<file path="config.mk">
export PLATFORM = sky130hd
export DESIGN_NAME = trk_fit_shiftadd
export DESIGN_NICKNAME = d
export VERILOG_FILES = /design/src/rtl/trk_fit_shiftadd.sv
export SDC_FILE = /design/constraint.sdc
export NUM_CORES = 1
export LEC_CHECK = 0
export BUFFER_PORTS_ARGS = -buffer_cell sky130_fd_sc_hd__buf_2
export CAP_MARGIN = 20
export CORE_ASPECT_RATIO = 0.75
export CORE_MARGIN = 1
export CORE_UTILIZATION = 58
export DETAILED_ROUTE_END_ITERATION = 6
export GPL_ROUTABILITY_DRIVEN = 1
export GPL_TIMING_DRIVEN = 0
export PLACE_DENSITY = 0.78
export SLEW_MARGIN = 20
export SYNTH_ARGS = -nofsm -noshare
export SYNTH_HDL_FRONTEND = slang
export SYNTH_SLANG_ARGS = --single-unit
</file>
<file path="constraint.sdc">
create_clock -name clk -period 10.4 [get_ports clk]
set_clock_uncertainty 0.1 [all_clocks]
set_input_delay 1.04 -clock clk [delete_from_list [all_inputs] [get_ports clk]]
set_output_delay 1.04 -clock clk [all_outputs]
set_load 0.1 [all_outputs]
</file>
<file path="src/rtl/trk_fit_shiftadd.sv">
module trk_fit_shiftadd #(
  parameter int YW   = 12,
  parameter int SHW  = 3,
  parameter int NHIT = 7,
  parameter int TW   = SHW + 2,
  parameter int AW   = YW + (1 << SHW) + 3,
  parameter logic [3*NHIT*2*TW-1:0] COEF =
    {(3*NHIT){ {1'b0, 1'b0, SHW'(1)}, {1'b1, 1'b0, SHW'(0)} }}
) (
  input  logic                 clk,
  input  logic                 rst_n,
  input  logic                 start,
  input  logic                 hit_valid,
  input  logic signed [YW-1:0] hit_y,
  output logic signed [AW-1:0] fit_icpt,
  output logic signed [AW-1:0] fit_slope,
  output logic signed [AW-1:0] fit_curv,
  output logic                 done
);
  localparam int CW = $clog2(NHIT + 1);

  logic [CW-1:0]         cnt;
  logic                  ph, fin_q;
  logic signed [YW-1:0]  y_q;

  wire                   room   = cnt < CW'(NHIT);
  wire                   accept = hit_valid & ~ph & room;
  wire                   step   = accept | ph;
  wire [CW-1:0]          idx    = room ? cnt : '0;
  wire signed [YW-1:0]   y_op   = ph ? y_q : hit_y;
  wire signed [AW-1:0]   y_ext  = {{(AW-YW){y_op[YW-1]}}, y_op};

  always_ff @(posedge clk or negedge rst_n) begin
    if (!rst_n) begin
      cnt <= '0; ph <= 1'b0; fin_q <= 1'b0; done <= 1'b0; y_q <= '0;
    end else if (start) begin
      cnt <= '0; ph <= 1'b0; fin_q <= 1'b0; done <= 1'b0;
    end else begin
      done  <= fin_q;
      fin_q <= ph && (cnt == CW'(NHIT - 1));
      if (accept) begin
        ph  <= 1'b1;
        y_q <= hit_y;
      end else if (ph) begin
        ph  <= 1'b0;
        cnt <= cnt + 1'b1;
      end
    end
  end

  for (genvar p = 0; p < 3; p++) begin : g_par
    int                  base;
    logic [TW-1:0]       tm;
    logic signed [AW-1:0] mag, term, acc, res;

    always_comb begin
      base = ((p * NHIT + int'(idx)) * 2 + int'(ph)) * TW;
      tm   = COEF[base +: TW];
      mag  = y_ext <<< tm[SHW-1:0];
      term = tm[TW-1] ? '0 : (tm[TW-2] ? -mag : mag);
    end

    always_ff @(posedge clk or negedge rst_n) begin
      if (!rst_n) begin
        acc <= '0; res <= '0;
      end else if (start) begin
        acc <= '0;
      end else begin
        if (step)  acc <= acc + term;
        if (fin_q) res <= acc;
      end
    end
  end

  assign fit_icpt  = g_par[0].res;
  assign fit_slope = g_par[1].res;
  assign fit_curv  = g_par[2].res;
endmodule

</file>
# ---- Yosys cells after proc, flatten, opt, wreduce, memory -nomap -nowiden
# Index checks and enable logic that the tools add are counted.
dict set report totals {
  out_inout_bits 70
  input_bits 16
  regBits 156
  word_cells 67
}
dict set report classes {
  n_addsub 12
  muxes 21
  magnitude_cmp 1
  shifts 6
  bitwise_logic 5
  mul 3
  n_eq_ne 2
  reduce_logical 6
}
# op n
set op_table {}
lappend op_table {{$mux 23} 12}
lappend op_table {{$shiftx 210x10->5 const A} 1}
lappend op_table {{$shiftx 210x11->5 const A} 1}
lappend op_table {{$shiftx 210x9->5 const A} 1}
lappend op_table {{$add 23x23->23} 3}
lappend op_table {{$neg 23->23} 3}
lappend op_table {{$sshl 12x3->23} 3}
lappend op_table {{$mux 12} 1}
lappend op_table {{$mux 3} 4}
lappend op_table {{$mul 7x3->10 const B} 1}
lappend op_table {{$mul 6x3->9 const B} 1}
lappend op_table {{$mul 5x3->8 const B} 1}
lappend op_table {{$add 6x1->7} 1}
lappend op_table {{$add 5x1->6} 1}
lappend op_table {{$reduce_and 2->1} 3}
lappend op_table {{$add 4x1->5} 1}
lappend op_table {{$add 4x3->5 const A} 1}
lappend op_table {{$add 3x3->4 const A} 1}
lappend op_table {{$mux 1} 4}
lappend op_table {{$reduce_bool 2->1} 2}
lappend op_table {{$add 3x1->3 const B} 1}
lappend op_table {{$eq 3x3->1 const B} 1}
lappend op_table {{$lt 3x3->1 const B} 1}
lappend op_table {{$and 1x1->1} 2}
lappend op_table {{other kinds (4)} 5}

# ---- Logic depth before layout (Yosys ltp)
# Gate-level depths: netlist of the first run.
dict set report depth {
  word_depth 13
  ltp_mapped 15
  ltp_nobuf 12
}

# ---- Worst setup path after synthesis of the first run
# OpenSTA, ideal clock, no wires.
dict set report synth_path {
  path_kind {input to register}
  start {input hit_y[11]}
  end {register g_par[2].acc[22]}
  required_time_ns 10.175
  path_stages 10
  path_slack_ns 6.743
  path_buffers 1
  t_arrival_ns 3.432
  setup_ns 0.125
  cell_sequence {nand2_1 -> o21bai_1 -> ha_1 -> clkbuf_1 -> a21oi_1 -> o21ai_0 -> a2111oi_0 -> o22ai_1 -> o31ai_1 -> mux2_2}
}
dict set report synth_between {
  elab_chain_cells 8
}
# item line_no
set synth_rtl {}
lappend synth_rtl {{start, declared} 14} ;# input logic signed [YW-1:0] hit_y,
lappend synth_rtl {{$mux 12 (*)} 30} ;# wire signed [YW-1:0] y_op = ph ? y_q : hit_y;
lappend synth_rtl {{$sshl 12x3->23 (*)} 59} ;# mag = y_ext <<< tm[SHW-1:0];
lappend synth_rtl {{$neg 23->23} 60} ;# term = tm[TW-1] ? '0 : (tm[TW-2] ? -mag : mag);
lappend synth_rtl {{$mux 23 (*) (2 in a row)} 60}
lappend synth_rtl {{$add 23x23->23 (*)} 69} ;# if (step) acc <= acc + term;
lappend synth_rtl {{$mux 23 (*)} 69}
lappend synth_rtl {{$mux 23 (*)} 66} ;# end else if (start) begin
lappend synth_rtl {{end signal, assigned} 69}
lappend synth_rtl {{end, declared} 54} ;# logic signed [AW-1:0] mag, term, acc, res;
# Mark *: on every way between the ends. The rest lies on a longest branch, timed or not. The select of a mux whose other input is x is not followed.
# A chain may end at the register's enable or synchronous reset.

# ---- Worst setup path in the final report of the first run
dict set report layout_path {
  start {register cnt[1]}
  end {register g_par[2].acc[22]}
}
dict set report layout_between {
  elab_chain_cells 13
  word_cells_on_any_way 16
  cone_classes {4 x add/sub; 1 x mul; 1 x order compare; 2 x shift; 5 x mux; 2 x bitwise; 1 x reduce/logical}
}
# item line_no
set layout_rtl {}
lappend layout_rtl {{start, declared} 22} ;# logic [CW-1:0] cnt;
lappend layout_rtl {{start signal, assigned} 46} ;# cnt <= cnt + 1'b1;
lappend layout_rtl {{$lt 3x3->1} 26} ;# wire room = cnt < CW'(NHIT);
lappend layout_rtl {{$mux 3} 29} ;# wire [CW-1:0] idx = room ? cnt : '0;
lappend layout_rtl {{$add 4x3->5} 57} ;# base = ((p * NHIT + int'(idx)) * 2 + int'(ph)) * TW;
lappend layout_rtl {{$add 6x1->7} 57}
lappend layout_rtl {{$mul 7x3->10} 57}
lappend layout_rtl {{$shiftx 210x11->5} 58} ;# tm = COEF[base +: TW];
lappend layout_rtl {{$sshl 12x3->23} 59}
lappend layout_rtl {{$neg 23->23} 60}
lappend layout_rtl {{$mux 23 (2 in a row)} 60}
lappend layout_rtl {{$add 23x23->23} 69}
lappend layout_rtl {{$mux 23} 69}
lappend layout_rtl {{$mux 23} 66}
# Parallel ways exist; a longest one is shown, timed or not. The select of a mux whose other input is x is not followed.

==> results of run 1 <==
cells by family after synthesis:
logic type      Yosys count  share of synthesized area, %
simple gates            488                         21.33
compound gates          289                         18.87
flops                   156                         40.73
buf+inv                  90                         3.942
fa+ha+maj                72                         9.633
xor+xnor                 52                         4.751
mux                       6                        0.7048
other cells               1                       0.03912
cells in the mapped netlist, types with 8 or more instances:
cell      number  share of area [%]
a211oi_1       9               0.70
nor3_1         8               0.42
a21oi_1       78                4.1
xor2_1        29                2.6
clkbuf_1      47                1.8
dfrtp_1      156                 41
o31ai_1       11               0.86
nor2_1        51                2.0
and2_1        15               0.98
o21a_1        11               0.86
nand4_1       12               0.78
a31oi_1       13               0.85
nand2_1      358                 14
xnor2_1       23                2.1
o21ai_0       85                4.4
ha_1          69                9.0
inv_1         35                1.4
a21o_1        25                2.0
per-stage QoR:
| step | power (mW) | util (%) | worst slack, ns |
|---|---|---|---|
| floorplan | 0.8262 | - | 6.743 |
| global placement | 0.8866 | 63.94 | 5.705 |
| detailed placement | 0.8962 | 64.17 | 5.687 |
| CTS | 1.527 | 67.86 | 5.715 |
| global route | 1.583 | 67.86 | 5.513 |
| finish | 1.521 | 67.86 | 5.662 |
power groups by stage:
stage / logic (mW) / registers [mW] / clock network, mW
floorplan: 0.153 / 0.673 / 0
global placement: 0.208 / 0.679 / 0
detailed placement: 0.216 / 0.680 / 0
CTS: 0.218 / 0.669 / 0.639
global route: 0.246 / 0.674 / 0.663
finish: 0.221 / 0.671 / 0.629
registers in the layout (all words and copies together), names as in the netlist:
name       count
fit_icpt      23
cnt            3
y_q           12
ph             1
done           1
fit_curv      23
fit_slope     23
g_par.acc     69
fin_q          1
worst reg2reg max path: stages, from the launching register on:
cell	delay (ns)
dfrtp_1	0.44
ha_1	0.32
a211o_1	0.37
o21bai_1	0.88
ha_1	0.39
clkbuf_1	0.18
a21oi_1	0.17
o21ai_0	0.14
a2111oi_0	0.51
o22ai_1	0.20
o31ai_1	0.54
mux2_2	0.39
worst max path at each step:
stage / start / endpoint / slack, ns / cells past startpoint
2_1_floorplan: hit_y[11] / g_par[2].acc[22] / 6.74 / 10
3_3_place_gp: hit_y[11] / g_par[2].acc[22] / 5.70 / 11
3_5_place_dp: hit_y[11] / g_par[2].acc[22] / 5.69 / 11
4_1_cts: cnt[1] / g_par[2].acc[22] / 5.72 / 11
5_1_grt: cnt[1] / g_par[2].acc[22] / 5.51 / 11
6_report: cnt[1] / g_par[2].acc[22] / 5.66 / 11
routing by layer:
metal	wire [um]	GRT usage, %	vias to the layer above
li1	-	-	4192
met1	12130	47.01	4116
met2	10470	44.18	361
met3	1925	6.492	44
met4	555	10.71	0
met5	0	0	-
layout make-up:
cell class / count / area (um2) / share of cell area (%)
inverter: 36 / 135.1 / 1.240
buffer: 54 / 242.7 / 2.227
tap: 210 / 262.8 / 2.410
sequential: 156 / 3904 / 35.81
clock buffer: 17 / 425.4 / 3.902
clock inverter: 15 / 166.4 / 1.526
multi-input combinational: 909 / 5308 / 48.69
timing repair buffer: 85 / 457.9 / 4.201
==> flow_summary.toml, run 1 <==
[global_route]
grt_pass1_wl_um = 40840
grt_pass1_vias = 7942
antenna_found_initial = 0
grt_max_degree = 88
grt_overflow = 0
track_usage_pct = 31.21

[place]
post-dp-hpwl_um = 18410
gp_congestion = 0.9694
placed_cell_area_mm2 = 0.01031
dp.cells = 1450
port_buffers = 84

[clock_network]
cts_max_level = 4
cts-root-buf = "clkbuf_16"
hold_buffers = 0
cts_tree = "yes"
cts-buffers-inserted = 17
clock_latency_ns = 0.44
clockBufferDepth = 2
clock_sinks = 156
cts_resized = 0
clk_pin_slew_ns = 0.07
post_cts_buffers = 0

[worst_setup_path]
max_stage_delay_ns = 0.88
r2r_end = "g_par[2].acc[22]"
r2r_start = "cnt[1]"
cp.required_ns = 10.63
r2r_setup_slack_ns = 5.66
worst-setup-path-type = "register to register"
crit_chain = "ha_1 > a211o_1 > o21bai_1 > ha_1 > clkbuf_1 > a21oi_1 > o21ai_0 > a2111oi_0 > o22ai_1 > o31ai_1 > mux2_2"
setup.worst_path.end_class = "register"
cp_max_fo = 12
path_buf_inv = 1
r2r_cells = 11
arrival_ns = 4.97
startpoint_type = "register"
crit_slowest_cell = "o21bai_1"
crit_top_cell = "ha_1"
cp_top_family = "compound AO/OA/AOI/OAI gates"

[sta]
relSlewSlack_pct = 28.46
slew_viol_final = 0
rsz0062_at_grt = "false"
timing.final.crit_share_pct = 45.56
fin_tns_setup_ns = 0
fin_hold_ws_ns = 0.3657
fmax_mhz = 211.1
hold_viol = 0
worst_slew_pin_slew_ns = 1.071
setup_viol = 0
layout_min_cycle_time_ns = 4.738

[floorplan]
rows = 40
boundaryPins = 86
start_util_pct = 59.67
die_w_um = 150.4
die_area_mm2 = 0.01705
coreArea_mm2 = 0.01607
die_h_um = 113.3

[yosys]
ys_types = 71
syn_area_per_cell_um2 = 8.306
synth_edf_count = 0
synth_ff_type = "dfrtp_1"
ys_ff_latch = 156
synth_seq_area_share_pct = 40.73
netlist_instances = 1154
syn-cell-area_mm2 = 0.009585
yosys_warnings = 0
synthArstFlopShare_pct = 100.0

[finish]
nFillCells = 1297
final_common_cell = "nand2_1"
final_cell_area_mm2 = 0.01090
stdcell_count = 1482
drive_gt1_share_pct = 10.85
area_growth_pct = 13.73
mostFrequentLayoutCells = "nand2_1, dfrtp_1, o21ai_0, buf_2, a21oi_1"
fin_nets = 1347
n_antenna_cell = 0

[run_status]
status = "finished clean"

[power]
p_sw_share_pct = 29.34
pwr-share-clk_pct = 41.3
power.leakage_nw = 5.727
pwr-share-seq_pct = 44.1
combPwrFrac_pct = 14.5
p_switching_mw = 0.4463
power.density_mw_per_mm2 = 139.5
p_int_mw = 1.075
vdd_ir_drop_max_v = 0.0001103

[routing]
route.detailed.drc = 0
vias_per_cell = 5.879
num_vias = 8713
drtPass1Iterations = 6
antenna_left = 0
drtIter0Drc = 704
routedWlPerCell_um = 16.92
wl_um = 25080

[worst_hold_path]
min_delay_worst_endpoint = "fit_icpt[16]"
hold_path_class = "register to register"
timing.hold.worst.start = "fit_icpt[16]"
whs_path_depth = 2

[job]
drv_cap = 0
Note: power is estimated with default switching activity, not from simulation.
==> run 2, diff against run 1 <==
--- a/config.mk
+++ b/config.mk
@@ -9,7 +9,7 @@
 export CAP_MARGIN = 20
 export CORE_ASPECT_RATIO = 0.75
 export CORE_MARGIN = 1
-export CORE_UTILIZATION = 58
+export CORE_UTILIZATION = 55
 export DETAILED_ROUTE_END_ITERATION = 6
 export GPL_ROUTABILITY_DRIVEN = 1
 export GPL_TIMING_DRIVEN = 0
==> constraint.sdc (replaced) <==
create_clock -name clk -period 4.27 [get_ports clk]
set_clock_uncertainty 0.1 [all_clocks]
set_input_delay 0.427 -clock clk [delete_from_list [all_inputs] [get_ports clk]]
set_output_delay 0.427 -clock clk [all_outputs]
set_load 0.1 [all_outputs]
==> run 2 against run 1 <==
Sequential cell count unchanged. Worst setup slack got worse by 5.4 ns. Fmax increased by 17%. Power increased by 140%. Register-to-register slack got worse by 5.4 ns. Final cell count increased by 0.40%. Critical path type unchanged. Highest routed layer unchanged.
==> flow_summary.toml, run 2 (same netlist as run 1, synthesis figures left out) <==
[global_route]
antenna_found_initial = 0
grt_pass1_vias = 7929
grt_pass1_wl_um = 41000
track_usage_pct = 29.57
grt_max_degree = 93
grt_overflow = 0

[place]
dp.cells = 1455
dp_worst_setup_slack_ns = -0.2977
post-dp-hpwl_um = 18810
gp_congestion = 0.9625
placed_cell_area_mm2 = 0.01032
port_buffers = 84

[floorplan]
die_h_um = 116.3
coreArea_mm2 = 0.01693
start_util_pct = 56.62
die_area_mm2 = 0.01797
boundaryPins = 86
die_w_um = 154.4
rows = 41

[finish]
final_cell_area_mm2 = 0.01094
stdcell_count = 1488
n_antenna_cell = 0
registers.top_by_ff_count = "g_par.acc"
area_growth_pct = 14.11
fin_nets = 1348
mostFrequentLayoutCells = "nand2_1, dfrtp_1, o21ai_0, buf_2, a21oi_1"
drive_gt1_share_pct = 11.00
largest_reg_flops = 69
final_common_cell = "nand2_1"

[routing]
drtIter0Drc = 878
route.detailed.drc = 0
num_vias = 8692
vias_per_cell = 5.841
wl_um = 25570
routedWlPerCell_um = 17.18
antenna_left = 0
drtPass1Iterations = 5

[clock_network]
clk_pin_slew_ns = 0.06
cts-root-buf = "clkbuf_16"
post_cts_buffers = 0
clock_sinks = 156
cts_max_level = 4
cts_tree = "yes"
clock_latency_ns = 0.44
cts-buffers-inserted = 17
clockBufferDepth = 2

[sta]
timing.final.crit_share_pct = 95.02
fin_ws_ns = 0.2127
setup_viol = 0
worst_slew_pin_slew_ns = 0.8355
relSlewSlack_pct = 43.87
layout_min_cycle_time_ns = 4.057
rsz0062_at_grt = "false"
fmax_mhz = 246.5
fin_tns_setup_ns = 0
slew_viol_final = 0
hold_viol = 0

[worst_setup_path]
startpoint_type = "register"
cp.required_ns = 4.50
cp_max_fo = 10
setup.worst_path.end_class = "register"
arrival_ns = 4.28
worst-setup-path-type = "register to register"

[power]
power.density_mw_per_mm2 = 340.1
power.leakage_nw = 5.745
vdd_ir_drop_max_v = 0.0002129

[worst_hold_path]
hold_path_class = "input pin to register"

[run_status]
status = "finished clean"

[job]
drv_cap = 0
## run 2: per-layer routing
layer	vias to the layer above	wire length [um]	GRT usage [%]
li1	4176	-	-
met1	4136	12420	42.77
met2	335	10520	43.26
met3	45	2069	7.347
met4	0	555	10.36
met5	-	0	0
## run 2: cell type report
cell class	count	area (um2)
Buffer	54	244.0
Tap cell	215	269.0
Sequential cell	156	3904
Fill cell	1459	5991
Clock inverter	10	115.1
Timing Repair Buffer	86	467.9
Clock buffer	22	474.2
Inverter	36	135.1
Multi-Input combinational cell	909	5329
## run 2: metrics by stage
step	hold WS (ns)	total power, mW	utilization, %
finish	0.1285	3.720	64.61
floorplan	0.03141	2.012	-
CTS	0.1203	3.715	64.55
detailed placement	0.3068	2.187	60.94
global route	0.1264	3.854	64.61
global placement	0.3523	2.164	60.72
## run 2: path summary, 6_finish.rpt
| check | slack [ns] | startpoint | depth (start not counted) | end |
|---|---|---|---|---|
| worst min register to register | 0.37 | fit_icpt[20] | 2 | fit_icpt[20] |
| max in group asynchronous | 2.83 | rst_n | 3 | g_par[1].acc[0] |
| min in group asynchronous | 0.41 | rst_n | 2 | fit_icpt[4] |
| worst min-delay path | 0.13 | hit_y[4] | 3 | y_q[4] |
| worst max-delay path | 0.21 | cnt[1] | 12 | g_par[2].acc[22] |
| worst max register to register | 0.21 | cnt[1] | 12 | g_par[2].acc[22] |
## run 2: where the power goes
part,total [mW],internal (mW),switching [mW]
Combinational,0.544,0.191,0.353
Clock,1.54,0.905,0.636
Sequential,1.63,1.56,0.0773
Total,3.72,2.65,1.07
## run 2: repair_timing
| action | 4_1_cts | 5_1_grt |
|---|---|---|
| endpoints found under the setup margin | 1 | 2 |
| hold buffers | 1 | 0 |
| endpoints found under the hold margin | 64 | 0 |
| pin swaps | 0 | 0 |
| resized for setup | 2 | 4 |
## run 2: worst max-delay path, cell delays in order (launching register included)
cell and delay (ns):
dfrtp_1 0.44, ha_1 0.32, a211o_1 0.40, clkbuf_1 0.26, nand2_1 0.11, o21ai_0 0.16, fa_1 0.50, a211oi_1 0.26
nor2_1 0.12, a31oi_1 0.33, a211oi_2 0.15, o31ai_2 0.42, mux2_2 0.38
==> run 3, diff against run 2 <==
--- a/config.mk
+++ b/config.mk
@@ -9,12 +9,11 @@
 export CAP_MARGIN = 20
 export CORE_ASPECT_RATIO = 0.75
 export CORE_MARGIN = 1
-export CORE_UTILIZATION = 55
+export CORE_UTILIZATION = 42
 export DETAILED_ROUTE_END_ITERATION = 6
 export GPL_ROUTABILITY_DRIVEN = 1
 export GPL_TIMING_DRIVEN = 0
-export PLACE_DENSITY = 0.78
-export SLEW_MARGIN = 20
+export SLEW_MARGIN = 15
 export SYNTH_ARGS = -nofsm -noshare
 export SYNTH_HDL_FRONTEND = slang
 export SYNTH_SLANG_ARGS = --single-unit
==> run 3 against run 2 <==
The run now ends with design-rule violations left. Clock power about the same. Routed wire length up 2.1%. Utilization is 15 points lower. Fmax fell by 0.44%. Combinational power about the same. Critical path type unchanged. Critical endpoint unchanged. Highest routed layer unchanged.
==> flow_summary.toml, run 3 (same netlist as run 1, synthesis figures left out) <==
[worst_setup_path]
crit_top_cell = "ha_1"
max_stage_delay_ns = 0.50
path_buf_inv = 1
cp-endpoint = "g_par[2].acc[22]"
cp_max_fo = 12
crit_slowest_cell = "a2111oi_1"
r2r_end = "g_par[2].acc[22]"
r2r_start = "cnt[1]"
arrival_ns = 4.30
r2r_setup_slack_ns = 0.19
worst-setup-path-type = "register to register"
setup.worst_path.end_class = "register"
startpoint_type = "register"
cp.depth = 11
crit_chain = "ha_1 > a211o_1 > o21bai_4 > ha_1 > clkbuf_1 > a21oi_1 > o21ai_0 > a2111oi_1 > o22ai_1 > o31ai_2 > mux2_2"
r2r_cells = 11
cp.required_ns = 4.49
cp_top_family = "compound AO/OA/AOI/OAI gates"
cp-startpoint = "cnt[1]"

[routing]
wl_um = 26110
antenna_left = 0
met2_length_um = 10870
route.detailed.drc = 3
vias_per_cell = 5.393
met1Wirelength_um = 13650
drtIter0Drc = 697
drtPass1Iterations = 7
routedWlPerCell_um = 16.67
num_vias = 8446
met3RoutedLength_um = 1223
top_layer = "met4"

[clock_network]
cts-buffers-inserted = 17
clock_sinks = 156
cts_tree = "yes"
clock_latency_ns = 0.43
post_cts_buffers = 0
cts_max_level = 4
clk_pin_slew_ns = 0.07
cts-root-buf = "clkbuf_16"
clockBufferDepth = 2

[floorplan]
boundaryPins = 86
die_w_um = 176.4
rows = 47
coreArea_mm2 = 0.02223
die_h_um = 132.8
start_util_pct = 43.12
die_area_mm2 = 0.02344

[sta]
hold_viol = 0
timing.final.crit_share_pct = 95.44
fin_tns_setup_ns = 0
fmax_mhz = 245.4
worst_slew_pin_slew_ns = 0.7780
relSlewSlack_pct = 48.13
rsz0062_at_grt = "false"
layout_min_cycle_time_ns = 4.075
setup_viol = 0
slew_viol_final = 0

[finish]
final_cell_area_mm2 = 0.01104
fin_util_pct = 49.68
stdcell_count = 1566
n_antenna_cell = 0
final_common_cell = "nand2_1"
fin_nets = 1348
drive_gt1_share_pct = 11.16
area_growth_pct = 15.21
registers.top_by_ff_count = "g_par.acc"
largest_reg_flops = 69
mostFrequentLayoutCells = "nand2_1, dfrtp_1, o21ai_0, buf_2, a21oi_1"

[power]
power.density_mw_per_mm2 = 337.1
power_mw = 3.723
vdd_ir_drop_max_v = 0.0001934
power.leakage_nw = 5.738

[place]
port_buffers = 84
placed_cell_area_mm2 = 0.01042
gp_congestion = 0.9326
dp.cells = 1534
post-dp-hpwl_um = 19460

[run_status]
violations = "design-rule violations"
status = "finished, violations left"

[global_route]
grt_overflow = 0
grt_pass1_vias = 7865
grt_pass1_wl_um = 42190
antenna_found_initial = 0
grt_max_degree = 99
track_usage_pct = 23.00

[job]
drv_cap = 0

[worst_hold_path]
hold_path_class = "input pin to register"
whs_path_depth = 3
[run 3: worst min path at each step]
stage                   end  slack, ns         start
5_1_grt              y_q[5]       0.14      hit_y[5]
3_5_place_dp    fit_icpt[7]       0.29         rst_n
4_1_cts              y_q[9]       0.12      hit_y[9]
3_3_place_gp   fit_icpt[12]       0.35  fit_icpt[12]
6_report             y_q[9]       0.13      hit_y[9]
2_1_floorplan        cnt[0]       0.03         rst_n
[run 3: repair_timing]
action | in CTS | in global routing
hold endpoints to repair | 58 | 0
gates resized for setup | 3 | 5
setup endpoints to repair | 1 | 4
hold buffers | 1 | 0
[run 3: area by class of cell]
cell class                      count  area [um2]
Multi-Input combinational cell    909        5336
Buffer                             54       244.0
Inverter                           36       135.1
Fill cell                        2200       11190
Clock inverter                     14       162.7
Sequential cell                   156        3904
Clock buffer                       17       425.4
Timing Repair Buffer               86       467.9
Tap cell                          294       367.9
[run 3: metrics by stage]
step	setup slack (ns)	hold WS (ns)
final	0.1948	0.1319
after global placement	-0.4878	0.3522
after CTS	0.01662	0.1229
after detailed placement	-0.4604	0.2884
after floorplan	0.6428	0.03141
after global routing	0.03615	0.1374
[run 3: metal layers]
layer	GRT usage, %	vias to the layer above
met5	0	-
met4	5.843	0
met3	4.052	21
met2	32.98	227
met1	35.29	4017
li1	-	4181
[run 3: where the power goes]
part           leakage (nW)  total, mW  switching (mW)  internal (mW)
combinational          3.32      0.541           0.350          0.190
clock                 0.274       1.55           0.682          0.870
sequential             2.14       1.63          0.0731           1.56
total                  5.74       3.72            1.11           2.62
[run 3: worst register-to-register path, cell delays in order, from the launching register on]
cell,delay [ns]
dfrtp_1,0.45
ha_1,0.31
a211o_1,0.38
o21bai_4,0.42
ha_1,0.31
clkbuf_1,0.18
a21oi_1,0.17
o21ai_0,0.13
a2111oi_1,0.50
o22ai_1,0.22
o31ai_2,0.42
mux2_2,0.38
